### config.mk
export PLATFORM = sky130hd
export DESIGN_NAME = lin_break_watch
export DESIGN_NICKNAME = d
export VERILOG_FILES = /design/src/rtl/lin_break_watch.sv
export SDC_FILE = /design/constraint.sdc
export NUM_CORES = 1
export LEC_CHECK = 0
export BUFFER_PORTS_ARGS = -buffer_cell sky130_fd_sc_hd__buf_2
export CAP_MARGIN = 20
export CORE_MARGIN = 3
export CORE_UTILIZATION = 49
export CTS_CLUSTER_SIZE = 40
export DETAILED_ROUTE_END_ITERATION = 10
export MAX_ROUTING_LAYER = met4
export PLACE_DENSITY = 0.79
export SETUP_SLACK_MARGIN = 0.2
export SLEW_MARGIN = 10
export SYNTH_ARGS = -nofsm -noshare
export SYNTH_HDL_FRONTEND = slang
export SYNTH_SLANG_ARGS = --single-unit
### constraint.sdc
create_clock -name clk -period 1.8 [get_ports clk]
set_input_delay 0.27 -clock clk [delete_from_list [all_inputs] [get_ports clk]]
set_output_delay 0.27 -clock clk [all_outputs]
set_load 0.01 [all_outputs]
### src/rtl/lin_break_watch.sv
module lin_break_watch #(
  parameter int LEN_SHORT  = 10,
  parameter int LEN_LONG   = 11,
  parameter int FRAME_BITS = 10,
  localparam int CW = $clog2(LEN_LONG + 1),
  localparam int PW = $clog2(FRAME_BITS + 1)
) (
  input  logic clk,
  input  logic rst_n,
  input  logic enable,
  input  logic bit_tick,
  input  logic rx,
  input  logic len_sel,
  input  logic irq_en,
  input  logic flag_clr,
  output logic brk_flag,
  output logic brk_irq,
  output logic zero_fe
);

  typedef enum logic [1:0] {ST_IDLE, ST_FRAME, ST_WAIT} trk_t;

  logic [CW-1:0] run_q, run_d, thr;
  logic [PW-1:0] pos_q;
  trk_t          st_q;
  logic          sample, hit, stop_pos, fe_d;

  assign sample   = enable & bit_tick;
  assign thr      = len_sel ? CW'(LEN_LONG) : CW'(LEN_SHORT);
  assign stop_pos = (st_q == ST_FRAME) && (pos_q == PW'(FRAME_BITS - 1));

  always_comb begin
    if (!enable)                run_d = '0;
    else if (!bit_tick)         run_d = run_q;
    else if (rx)                run_d = '0;
    else if (run_q == CW'(LEN_LONG)) run_d = run_q;
    else                        run_d = run_q + CW'(1);
  end

  assign hit  = sample & ~rx & (run_d == thr) & (run_q != thr);
  assign fe_d = sample & stop_pos & ~rx & (run_d == CW'(FRAME_BITS));

  always_ff @(posedge clk or negedge rst_n) begin
    if (!rst_n) begin
      run_q    <= '0;
      brk_flag <= 1'b0;
      zero_fe  <= 1'b0;
    end else begin
      run_q   <= run_d;
      zero_fe <= fe_d;
      if (flag_clr)  brk_flag <= 1'b0;
      else if (hit)  brk_flag <= 1'b1;
    end
  end

  always_ff @(posedge clk or negedge rst_n) begin
    if (!rst_n) begin
      st_q  <= ST_WAIT;
      pos_q <= '0;
    end else if (!enable) begin
      st_q  <= ST_WAIT;
      pos_q <= '0;
    end else if (bit_tick) begin
      case (st_q)
        ST_IDLE: if (!rx) begin
          st_q  <= ST_FRAME;
          pos_q <= PW'(1);
        end
        ST_FRAME: if (stop_pos) begin
          st_q  <= rx ? ST_IDLE : ST_WAIT;
          pos_q <= '0;
        end else begin
          pos_q <= pos_q + PW'(1);
        end
        default: if (rx) st_q <= ST_IDLE;
      endcase
    end
  end

  assign brk_irq = brk_flag & irq_en;

endmodule

# [Word level (Yosys, flattened, before mapping)]
# Cells that the tools add are included.
[op_classes] add_sub_neg=2 n_eq_ne=11 mux=19 bitwise_logic=9 reduce_logical=5
[ops] operator="$mux W4" count=8
[ops] operator="$eq A4 B4 Y1 const B" count=3
[ops] operator="$mux W2" count=6
[ops] operator="$add A4 B1 Y4 const B" count=2
[ops] operator="$and A1 B1 Y1" count=8
[ops] operator="$pmux W4 S2" count=1
[ops] operator="$ne A3 B3 Y1 const B" count=2
[ops] operator="$eq A4 B4 Y1" count=1
[ops] operator="$ne A4 B1 Y1 const B" count=1
[ops] operator="$ne A4 B4 Y1" count=1
[ops] operator="$pmux W2 S2" count=1
[ops] operator="$reduce_and A4 Y1" count=1
[ops] operator="$mux W1" count=3
[ops] operator="$ne A3 B1 Y1 const B" count=1
[ops] operator="$reduce_and A3 Y1" count=1
[ops] operator="$eq A2 B1 Y1 const B" count=1
[ops] operator="$logic_not A2 Y1" count=1
[ops] operator="$ne A2 B1 Y1 const B" count=1
[ops] operator="$reduce_bool A2 Y1" count=1
[ops] operator="$logic_and A1 B1 Y1" count=1
[ops] operator="$not A1 Y1" count=1
[totals] regBits=12 inputBits=8 output_inout_bits=3 word_cells=51

# [Depth between registers and ports, before layout]
# Gate-level depths: netlist of run 1.
[logic_depth] word_depth=10 depth_mapped=6 depth_no_buf=6

# [Worst setup path before layout of run 1]
# Ideal clock, no wire load.
[synth_path] kind="flip-flop to flip-flop" startpoint="register run_q[0]" endpoint="register brk_flag" setup_time_ps=104 arrival_ps=1555 t_required_ps=1696 path_slack_ps=141 stages_incl_launch_ff=6 path_buffers=0 period_less_slack_ps=1659 path_cell_list="dfrtp_1 ha_1 nand4bb_4 a2111o_1 o211a_1 o41ai_2"
[synth_via] elab_chain_len=9
[synth_rtl] element="start: declaration" line_no="23" source="logic [CW-1:0] run_q, run_d, thr;"
[synth_rtl] element="start signal: assignment" line_no="49" source="run_q <= run_d;"
[synth_rtl] element="$add A4 B1 Y4 / $eq A4 B4 Y1 (equally long branches)" line_no="37, 36"
[synth_rtl] element="$mux W4" line_no="36" source="else if (run_q == CW'(LEN_LONG)) run_d = run_q;"
[synth_rtl] element="$mux W4" line_no="35" source="else if (rx) run_d = '0;"
[synth_rtl] element="$mux W4" line_no="34" source="else if (!bit_tick) run_d = run_q;"
[synth_rtl] element="$mux W4" line_no="33" source="if (!enable) run_d = '0;"
[synth_rtl] element="$eq A4 B4 Y1" line_no="40" source="assign hit = sample & ~rx & (run_d == thr) & (run_q != thr);"
[synth_rtl] element="$and A1 B1 Y1" line_no="40"
[synth_rtl] element="$and A1 B1 Y1 (*)" line_no="40"
[synth_rtl] element="$reduce_bool A2 Y1 (no line) (*)"
[synth_rtl] element="end signal: assignment" line_no="46" source="brk_flag <= 1'b0;"
[synth_rtl] element="end signal: assignment" line_no="51" source="if (flag_clr) brk_flag <= 1'b0;"
[synth_rtl] element="end signal: assignment" line_no="52" source="else if (hit) brk_flag <= 1'b1;"
[synth_rtl] element="end: declaration" line_no="16" source="output logic brk_flag,"
# Mark *: on every way between the ends. The rest lies on a longest branch, timed or not.
# A chain may end at the register's enable or synchronous reset.

# [Final worst setup path of run 1]
[layout_path] startpoint="register run_q[1]" endpoint="register brk_flag"
# The elaborated chain is that of the path after synthesis.

==> flow_metrics.py, run 1 <==
metrics = {
    "outcome": {
        "status": "completed",
    },
    "sta": {
        "max_freq_ghz": 0.621,
        "drv_slew": 0,
        "relSlewSlack": 0.755,
        "fin_crit_ps": 1610,
        "tns_ps": 0,
        "hold_viol": 0,
        "worstMarginPinSlew_ps": 364,
        "final.period_utilization": 0.895,
        "setup_viol": 0,
        "rsz0062_at_grt": "true",
        "finClkSkew_ps": 8.80,
    },
    "synthesis": {
        "synthArstFlopShare": 1.00,
        "ys_seq_elements": 12,
        "yosysWarnings": 0,
        "synth_edf_count": 0,
        "synth_ff_type": "dfrtp_1",
        "netlist_instances": 85,
        "yosysSeqAreaShare": 0.363,
        "yosysUniqueCellTypes": 41,
        "synth.cell_area_um2": 830,
        "syn_nets": 96,
        "avgSynthCellArea_um2": 9.76,
    },
    "clock_tree": {
        "cts_buffer_depth": 2,
        "root_buffer": "clkbuf_4",
        "clk_latency_ps": 270,
        "htree_levels": 1,
        "cts_tree": "done",
        "path_clk_slew_ps": 80,
        "cts_sinks": 12,
        "numCtsBuffers": 3,
    },
    "floorplanning": {
        "die-area_mm2": 0.00222,
        "initial_core_util": 0.538,
        "die_h_um": 47.1,
        "ios": 11,
        "core_mm2": 0.00154,
        "fp-row-count": 14,
        "fp.dieW_um": 47.1,
    },
    "finish": {
        "syn2layout_area_growth_pct": 20.2,
        "drive_above_1_share": 0.352,
        "layout_common_cells": "dfrtp_1, buf_2, buf_4",
        "diodes": 0,
        "finalNetCount": 117,
    },
    "pwr": {
        "p_total_mw": 0.566,
        "combinationalPowerShare": 0.130,
        "p_int_mw": 0.432,
        "power_density_mw_per_mm2": 567,
        "leakagePower_nw": 0.466,
        "p_switching_mw": 0.134,
        "ir_drop_uv": 511,
        "switching_share": 0.237,
        "clock_power_share": 0.370,
        "p_seq_frac": 0.499,
    },
    "placement": {
        "hpwl_mm": 1.21,
        "place_congestion": 0.792,
        "port_buffers": 10,
    },
    "critical_path": {
        "cp-start-kind": "register",
        "r2r_slack_ps": 190,
        "end_kind": "register",
        "rr_worst_depth": 5,
        "critPathTopFamily": "compound AO/OA/AOI/OAI gates",
        "crit_chain": "ha_4 > nor2b_1 > a22oi_1 > o2111ai_1 > o41ai_2",
        "worstPathRequired_ps": 1980,
        "cpPeakStageDelay_ps": 420,
        "rr_startpoint": "run_q[1]",
        "path_buf_inv": 0,
        "critPathKind": "reg2reg",
        "critPathArrivalTime_ps": 1790,
        "cp_max_fo": 4,
        "slowest_stage": "dfrtp_1",
        "r2r-end": "brk_flag",
    },
    "hold_path": {
        "min_from": "flag_clr",
        "min_to": "brk_flag",
        "min_path_cells": 2,
        "min_path_type": "in2reg",
    },
    "run": {
        "drv_cap": 0,
    },
    "detailed_routing": {
        "ant_nets": 0,
        "vias_per_cell": 5.99,
        "drc": 0,
        "wirelength_mm": 1.75,
        "drt-initial-drc-count": 21,
        "routedWlPerCell_um": 14.4,
        "dr.pass1.iters": 4,
        "vias": 725,
    },
    "grt": {
        "antenna_found_initial": 0,
        "grt_pass1_vias": 609,
        "grt_use_met3": 0.0728,
        "grt_use_total": 0.177,
        "overflow": 0,
        "grtUsageMet2": 0.244,
        "grt_pass1_wl_mm": 2.66,
        "top_usage_layer": "met2",
        "grt_util_met1": 0.233,
        "grt_max_degree": 14,
    },
}
## flip-flops by register name, indices dropped and copies added (netlist names)
signal and cells:
zero_fe 1, pos_q 4, run_q 4, brk_flag 1, st_q 2
## cells by family (layout without fill, tap and decap cells)
kind of cell | Yosys count | in the layout | share of synthesized area
AND/OR/NAND/NOR | 34 | 34 | 0.275
multiplexers | 1 | 1 | 0.0121
AO/OA/AOI/OAI | 25 | 25 | 0.225
flip-flops | 12 | 12 | 0.364
buffers and inverters | 8 | 28 | 0.0588
XOR/XNOR | 2 | 2 | 0.0211
adder cells (fa/ha/maj) | 3 | 3 | 0.0453
## synth_stat cells, types with 2 or more instances
library cell | count | share of area
a21oi_1 | 5 | 0.030
a22oi_1 | 2 | 0.018
a311oi_1 | 2 | 0.021
and3_1 | 2 | 0.015
and3b_1 | 2 | 0.021
buf_6 | 2 | 0.027
dfrtp_1 | 11 | 0.33
ha_1 | 3 | 0.045
inv_1 | 3 | 0.014
inv_2 | 2 | 0.0091
nand2_1 | 7 | 0.032
nand3b_1 | 2 | 0.018
nor2_1 | 4 | 0.018
nor3_1 | 2 | 0.012
nor3b_1 | 2 | 0.018
nor4_1 | 2 | 0.015
o21a_1 | 2 | 0.018
o21ai_0 | 7 | 0.042
## how the worst max path moves through the flow
| stage | slack (ps) | startpoint | end | depth (start not counted) |
|---|---|---|---|---|
| floorplan | 250 | run_q[0] | brk_flag | 5 |
| CTS | 200 | run_q[0] | brk_flag | 5 |
| global placement | 160 | run_q[0] | brk_flag | 5 |
| detailed placement | 130 | run_q[0] | brk_flag | 5 |
| global route | 100 | run_q[1] | brk_flag | 5 |
| finish | 190 | run_q[1] | brk_flag | 5 |
## routing by layer
metal	wire [um]	vias up
met4	0	0
met3	137	0
met5	0	-
li1	-	358
met1	770	336
met2	838	31
## stage by stage
stage / worst slack [ps] / std cells / hold WS (ps) / area [um2] / util
floorplan: 246 / 85 / -25.6 / 843 / -
global placement: 163 / 109 / 161 / 891 / 0.578
detailed placement: 132 / 109 / 159 / 891 / 0.578
CTS: 201 / 117 / 187 / 960 / 0.623
global route: 97.4 / 121 / 194 / 997 / 0.647
finish: 189 / 121 / 189 / 997 / 0.647
## cell type report
cell class | count | area (um2)
inverter | 5 | 18.8
timing repair buffer | 19 | 120
multi-input combinational | 65 | 499
tap | 16 | 20.0
clock buffer | 4 | 36.3
fill | 121 | 544
sequential | 12 | 303
## power by group through the flow
stage                     Clock [mW]  Sequential (mW)  Combinational, mW
after floorplan                    0            0.288             0.0438
after global placement             0            0.289             0.0624
after detailed placement           0            0.290             0.0636
after CTS                      0.218            0.283             0.0701
after global routing           0.229            0.283             0.0818
final                          0.209            0.282             0.0738
## timing repair
item | in CTS | in global routing
setup endpoints to repair | 2 | 4
buffers inserted | 3 | 4
resized for setup | 0 | 2
hold endpoints to repair | 11 | 0
pin swaps | 2 | 2
hold buffers | 1 | 0
Power figures use the tool's default switching activity.
==> inputs of run 2 (changes only) <==
--- a/config.mk
+++ b/config.mk
@@ -5,6 +5,7 @@
 export SDC_FILE = /design/constraint.sdc
 export NUM_CORES = 1
 export LEC_CHECK = 0
+export ABC_AREA = 1
 export BUFFER_PORTS_ARGS = -buffer_cell sky130_fd_sc_hd__buf_2
 export CAP_MARGIN = 20
 export CORE_MARGIN = 3
==> run 2 against run 1 <==
Die area fell by 1.2%. Register-to-register slack gained 120 ps. Power grew 21%. Worst setup slack improved by 120 ps. Cell area fell by 6.1%. Critical path depth grew 5. Clock-buffer cell count unchanged. Wire length is 8.9% lower. Clock power up 2%. First-iteration DRC count fell by 43%. Critical path type unchanged. Largest cell class unchanged. Largest power group unchanged. Highest routed layer unchanged.
==> flow_metrics.py, run 2 <==
metrics = {
    "sta": {
        "setup_viol": 0,
        "finalHoldWorstSlack_ps": 147,
        "hold_viol": 0,
        "rsz0062_at_grt": "false",
        "drv_slew": 0,
        "final.period_utilization": 0.826,
        "finClkSkew_ps": 8.12,
        "fin_crit_ps": 1490,
        "worstMarginPinSlew_ps": 262,
        "tns_ps": 0,
        "max_freq_ghz": 0.673,
        "relSlewSlack": 0.825,
    },
    "clock_tree": {
        "numCtsBuffers": 3,
        "cts_buffer_depth": 2,
        "cts_sinks": 12,
        "root_buffer": "clkbuf_4",
        "htree_levels": 1,
        "clk_latency_ps": 280,
        "cts_tree": "done",
        "path_clk_slew_ps": 80,
    },
    "finish": {
        "reg_top3": "pos_q (4), run_q (4), st_q (2)",
        "finalNetCount": 135,
        "layout_common_cells": "nand2_1, inv_1, nand3_1",
        "final_common_cell": "nand2_1",
        "multi_input_area_um2": 429,
        "final-seq-area_um2": 304,
        "fin_cells": 139,
        "drive_above_1_share": 0.276,
        "n_fill_cell": 139,
        "syn2layout_area_growth_pct": 14.4,
        "diodes": 0,
    },
    "synthesis": {
        "syn_nets": 119,
        "synth_area_leaders": "dfrtp_1, nand2_1, inv_1",
        "avgSynthCellArea_um2": 7.58,
        "yosys.area.top_type": "dfrtp_1",
        "yosysMostFrequentCell": "nand2_1",
        "synth_edf_count": 0,
        "synth.cell_area_um2": 818,
        "yosysUniqueCellTypes": 27,
        "ys_seq_elements": 12,
        "synth_ff_type": "dfrtp_1",
        "yosysSeqAreaShare": 0.369,
        "netlist_instances": 108,
        "synth_top_area_frac": 0.336,
        "synth_commonest_cells": "nand2_1, inv_1, nand3_1",
        "synthArstFlopShare": 1.00,
        "yosysWarnings": 0,
    },
    "detailed_routing": {
        "drc": 0,
        "vias": 714,
        "vias_per_cell": 5.14,
        "drt-initial-drc-count": 12,
        "routedWlPerCell_um": 11.4,
        "ant_nets": 0,
        "dr.pass1.iters": 4,
        "wirelength_mm": 1.59,
    },
    "floorplanning": {
        "ios": 11,
        "die-area_mm2": 0.00220,
        "initial_core_util": 0.531,
        "core_mm2": 0.00154,
        "fp.dieW_um": 46.9,
        "fp-row-count": 14,
        "die_h_um": 46.9,
    },
    "run": {
        "drv_cap": 0,
    },
    "grt": {
        "grt_pass1_vias": 672,
        "overflow": 0,
        "antenna_found_initial": 0,
        "grt_use_total": 0.176,
        "grt_pass1_wl_mm": 2.63,
        "grt_max_degree": 13,
    },
    "placement": {
        "port_buffers": 10,
        "dp_cells": 133,
        "hpwl_mm": 1.25,
        "place_congestion": 0.819,
    },
    "critical_path": {
        "end_kind": "register",
        "cpPeakStageDelay_ps": 440,
        "worstPathRequired_ps": 2000,
        "slowest_stage": "dfrtp_2",
        "critPathKind": "reg2reg",
        "cp_common_cell": "nand2_1",
        "cp-start-kind": "register",
        "critPathTopFamily": "simple AND/OR/NAND/NOR gates",
        "path_buf_inv": 1,
        "critPathArrivalTime_ps": 1690,
        "cp_max_fo": 5,
        "crit_chain": "ha_1 > nand3_2 > nand3_1 > nand2_2 > nand2_1 > nand2_1 > nand2_1 > inv_1 > nand2_1 > a21oi_2",
    },
    "pwr": {
        "power_density_mw_per_mm2": 731,
        "leakagePower_nw": 0.481,
        "ir_drop_uv": 419,
        "p_total_mw": 0.685,
    },
    "hold_path": {
        "min_path_type": "in2reg",
    },
    "outcome": {
        "status": "completed",
    },
}
[run 2: path summary, 6_finish.rpt]
path	endpoint	slack (ps)	startpoint	cells past startpoint
max	brk_flag	310	run_q[0]	10
min	brk_flag	150	flag_clr	2
max reg2reg	brk_flag	310	run_q[0]	10
min reg2reg	st_q[0]	510	st_q[0]	2
max in group asynchronous	st_q[1]	1150	rst_n	2
min in group asynchronous	pos_q[1]	390	rst_n	2
[run 2: kinds of logic (layout without fill, tap and decap cells)]
group                    count (synthesis)  count (layout)  share of synthesized area
flip-flops                              12              12                      0.369
buffers and inverters                   22              37                      0.110
AND/OR/NAND/NOR                         57              57                      0.349
AO/OA/AOI/OAI                           12              12                      0.106
adder cells (fa/ha/maj)                  3               3                     0.0459
XOR/XNOR                                 2               2                     0.0214
[run 2: what timing repair did]
action | CTS | global route
setup buffers | 0 | 1
gates resized for setup | 0 | 3
setup endpoints to repair | 0 | 2
hold buffers | 1 | 0
endpoints found under the hold margin | 11 | 0
[run 2: routing by layer]
layer	part of all wire	GRT usage	vias up
li1	-	-	374
met1	0.48	0.225	324
met2	0.47	0.266	16
met3	0.047	0.0690	0
met4	0	0.0331	0
met5	0	-	-
[run 2: cell type report]
type                    count  share of cell area
inverters                  21              0.0842
clock buffers               4              0.0388
well taps                  16              0.0214
multi-input cells          74               0.459
flip-flops and latches     12               0.325
repair buffers             12              0.0722
[run 2: through the flow]
stage          area [um2]  setup WS (ps)   util
3_5_place_dp          877            330  0.569
4_1_cts               923            254  0.599
6_report              936            313  0.607
5_1_grt               936            215  0.607
3_3_place_gp          877            383  0.569
2_1_floorplan         818            462      -
[run 2: where the power goes]
part | internal, mW | switching [mW] | leakage [nW]
registers | 0.295 | 0.0200 | 0.159
clock network | 0.123 | 0.0903 | 0.0210
logic | 0.0546 | 0.101 | 0.301
total | 0.473 | 0.212 | 0.481
==> inputs of run 3 (changes only) <==
--- a/config.mk
+++ b/config.mk
@@ -9,11 +9,11 @@
 export BUFFER_PORTS_ARGS = -buffer_cell sky130_fd_sc_hd__buf_2
 export CAP_MARGIN = 20
 export CORE_MARGIN = 3
-export CORE_UTILIZATION = 49
+export CORE_UTILIZATION = 55
 export CTS_CLUSTER_SIZE = 40
 export DETAILED_ROUTE_END_ITERATION = 10
 export MAX_ROUTING_LAYER = met4
-export PLACE_DENSITY = 0.79
+export PLACE_DENSITY = 0.84
 export SETUP_SLACK_MARGIN = 0.2
 export SLEW_MARGIN = 10
 export SYNTH_ARGS = -nofsm -noshare
==> constraint.sdc (replaced) <==
create_clock -name clk -period 1.51 [get_ports clk]
set_input_delay 0.2265 -clock clk [delete_from_list [all_inputs] [get_ports clk]]
set_output_delay 0.2265 -clock clk [all_outputs]
set_load 0.01 [all_outputs]
==> run 3 against run 2 <==
First-iteration DRC count up 100%. Combinational power up 29%. Cell area rose by 5.6%. Utilization rose by 13 points. Largest power group unchanged.
==> flow_metrics.py, run 3 (synthesis results as in run 2) <==
metrics = {
    "outcome": {
        "status": "completed",
    },
    "floorplanning": {
        "die_h_um": 44.6,
        "fp-row-count": 13,
        "core_mm2": 0.00135,
        "die-area_mm2": 0.00199,
        "fp.dieW_um": 44.6,
        "ios": 11,
        "initial_core_util": 0.606,
    },
    "clock_tree": {
        "numCtsBuffers": 3,
        "htree_levels": 1,
        "clk_latency_ps": 260,
        "path_clk_slew_ps": 70,
        "cts_sinks": 12,
        "cts_tree": "done",
        "cts_buffer_depth": 2,
        "root_buffer": "clkbuf_4",
    },
    "critical_path": {
        "cp-start-kind": "register",
        "slowest_stage": "dfrtp_1",
        "endpoint": "brk_flag",
        "cpPeakStageDelay_ps": 360,
        "cp_common_cell": "nand2_1",
        "critPathArrivalTime_ps": 1570,
        "cp_max_fo": 5,
        "r2r_slack_ps": 140,
        "critPathKind": "reg2reg",
        "rr_startpoint": "run_q[0]",
        "worstPathRequired_ps": 1700,
        "crit_chain": "ha_2 > nand3_4 > nand2_1 > nand3_1 > nand2_2 > nand2_1 > nor2_1 > nand2_1 > a21oi_2",
        "r2r-end": "brk_flag",
        "end_kind": "register",
        "rr_worst_depth": 9,
        "cp-startpoint": "run_q[0]",
    },
    "sta": {
        "relSlewSlack": 0.820,
        "final.period_utilization": 0.910,
        "drv_slew": 0,
        "fin_crit_ps": 1370,
        "finClkSkew_ps": 2.75,
        "hold_viol": 0,
        "tns_ps": 0,
        "rsz0062_at_grt": "true",
        "setup_viol": 0,
        "worstMarginPinSlew_ps": 270,
        "max_freq_ghz": 0.728,
    },
    "pwr": {
        "p_total_mw": 0.783,
        "ir_drop_uv": 651,
        "leakagePower_nw": 0.507,
        "power_density_mw_per_mm2": 792,
    },
    "detailed_routing": {
        "vias": 755,
        "drc": 0,
        "routedWlPerCell_um": 12.0,
        "drt-initial-drc-count": 24,
        "vias_per_cell": 5.28,
        "wirelength_mm": 1.72,
        "dr.pass1.iters": 4,
        "ant_nets": 0,
    },
    "grt": {
        "grt_max_degree": 13,
        "grt_pass1_wl_mm": 2.84,
        "grt_pass1_vias": 686,
        "antenna_found_initial": 0,
        "overflow": 0,
        "grt_use_total": 0.196,
    },
    "finish": {
        "diodes": 0,
        "finalNetCount": 140,
        "final_common_cell": "nand2_1",
        "layout_common_cells": "nand2_1, inv_1, nand3_1",
        "reg_top3": "pos_q (4), run_q (4), st_q (2)",
        "drive_above_1_share": 0.328,
        "syn2layout_area_growth_pct": 20.8,
        "final_area_um2": 988,
    },
    "placement": {
        "port_buffers": 10,
        "placed_area_um2": 893,
        "place_congestion": 0.865,
        "hpwl_mm": 1.26,
    },
    "run": {
        "drv_cap": 0,
    },
    "hold_path": {
        "min_path_type": "in2reg",
    },
}
==> run 3: final cells by class <==
cell class	instances	area, um2
inverters	21	78.8
multi-input cells	74	458
flip-flops and latches	12	302
clock buffers	4	26.3
repair buffers	17	105
fillers	106	362
well taps	15	18.8
==> run 3: worst min path at each step <==
stage | start | to | depth (start not counted)
floorplan | rst_n | brk_flag | 0
global placement | rst_n | pos_q[0] | 1
detailed placement | rst_n | pos_q[0] | 1
CTS | flag_clr | brk_flag | 2
global route | flag_clr | brk_flag | 2
finish | flag_clr | brk_flag | 2
==> run 3: worst max-delay path, delay by kind of cell, from the launching register on <==
family,cells,cell delay [ps]
DFF,1,360
and+or+nand+nor,7,620
adders and majority gates,1,220
AOI/OAI and AO/OA,1,110
==> run 3: layer usage <==
metal / up-vias / share of wire / global-route usage
met5: - / 0 / -
met4: 0 / 0.0058 / 0.0181
met2: 29 / 0.48 / 0.324
met1: 338 / 0.44 / 0.258
li1: 386 / - / -
met3: 2 / 0.069 / 0.0366
==> run 3: stage by stage <==
stage               utilization  instances  hold WS (ps)  setup WS (ps)
finish                    0.732        143           114            136
global route              0.732        143           112           14.1
CTS                       0.700        141           108            156
detailed placement        0.662        134           118           86.8
global placement          0.662        134           119            164
floorplan                     -        108         -69.1            184
==> run 3: power breakdown <==
part	switching, mW	total (mW)	internal [mW]
Combinational	0.128	0.202	0.0739
Sequential	0.0275	0.379	0.352
Clock	0.0996	0.202	0.102
Total	0.255	0.783	0.528
==> run 3: what timing repair did <==
action	CTS	global route
resized for setup	2	6
hold buffers	1	0
pin swaps	2	3
setup endpoints to repair	6	7
hold endpoints to repair	11	0
setup buffers	2	2
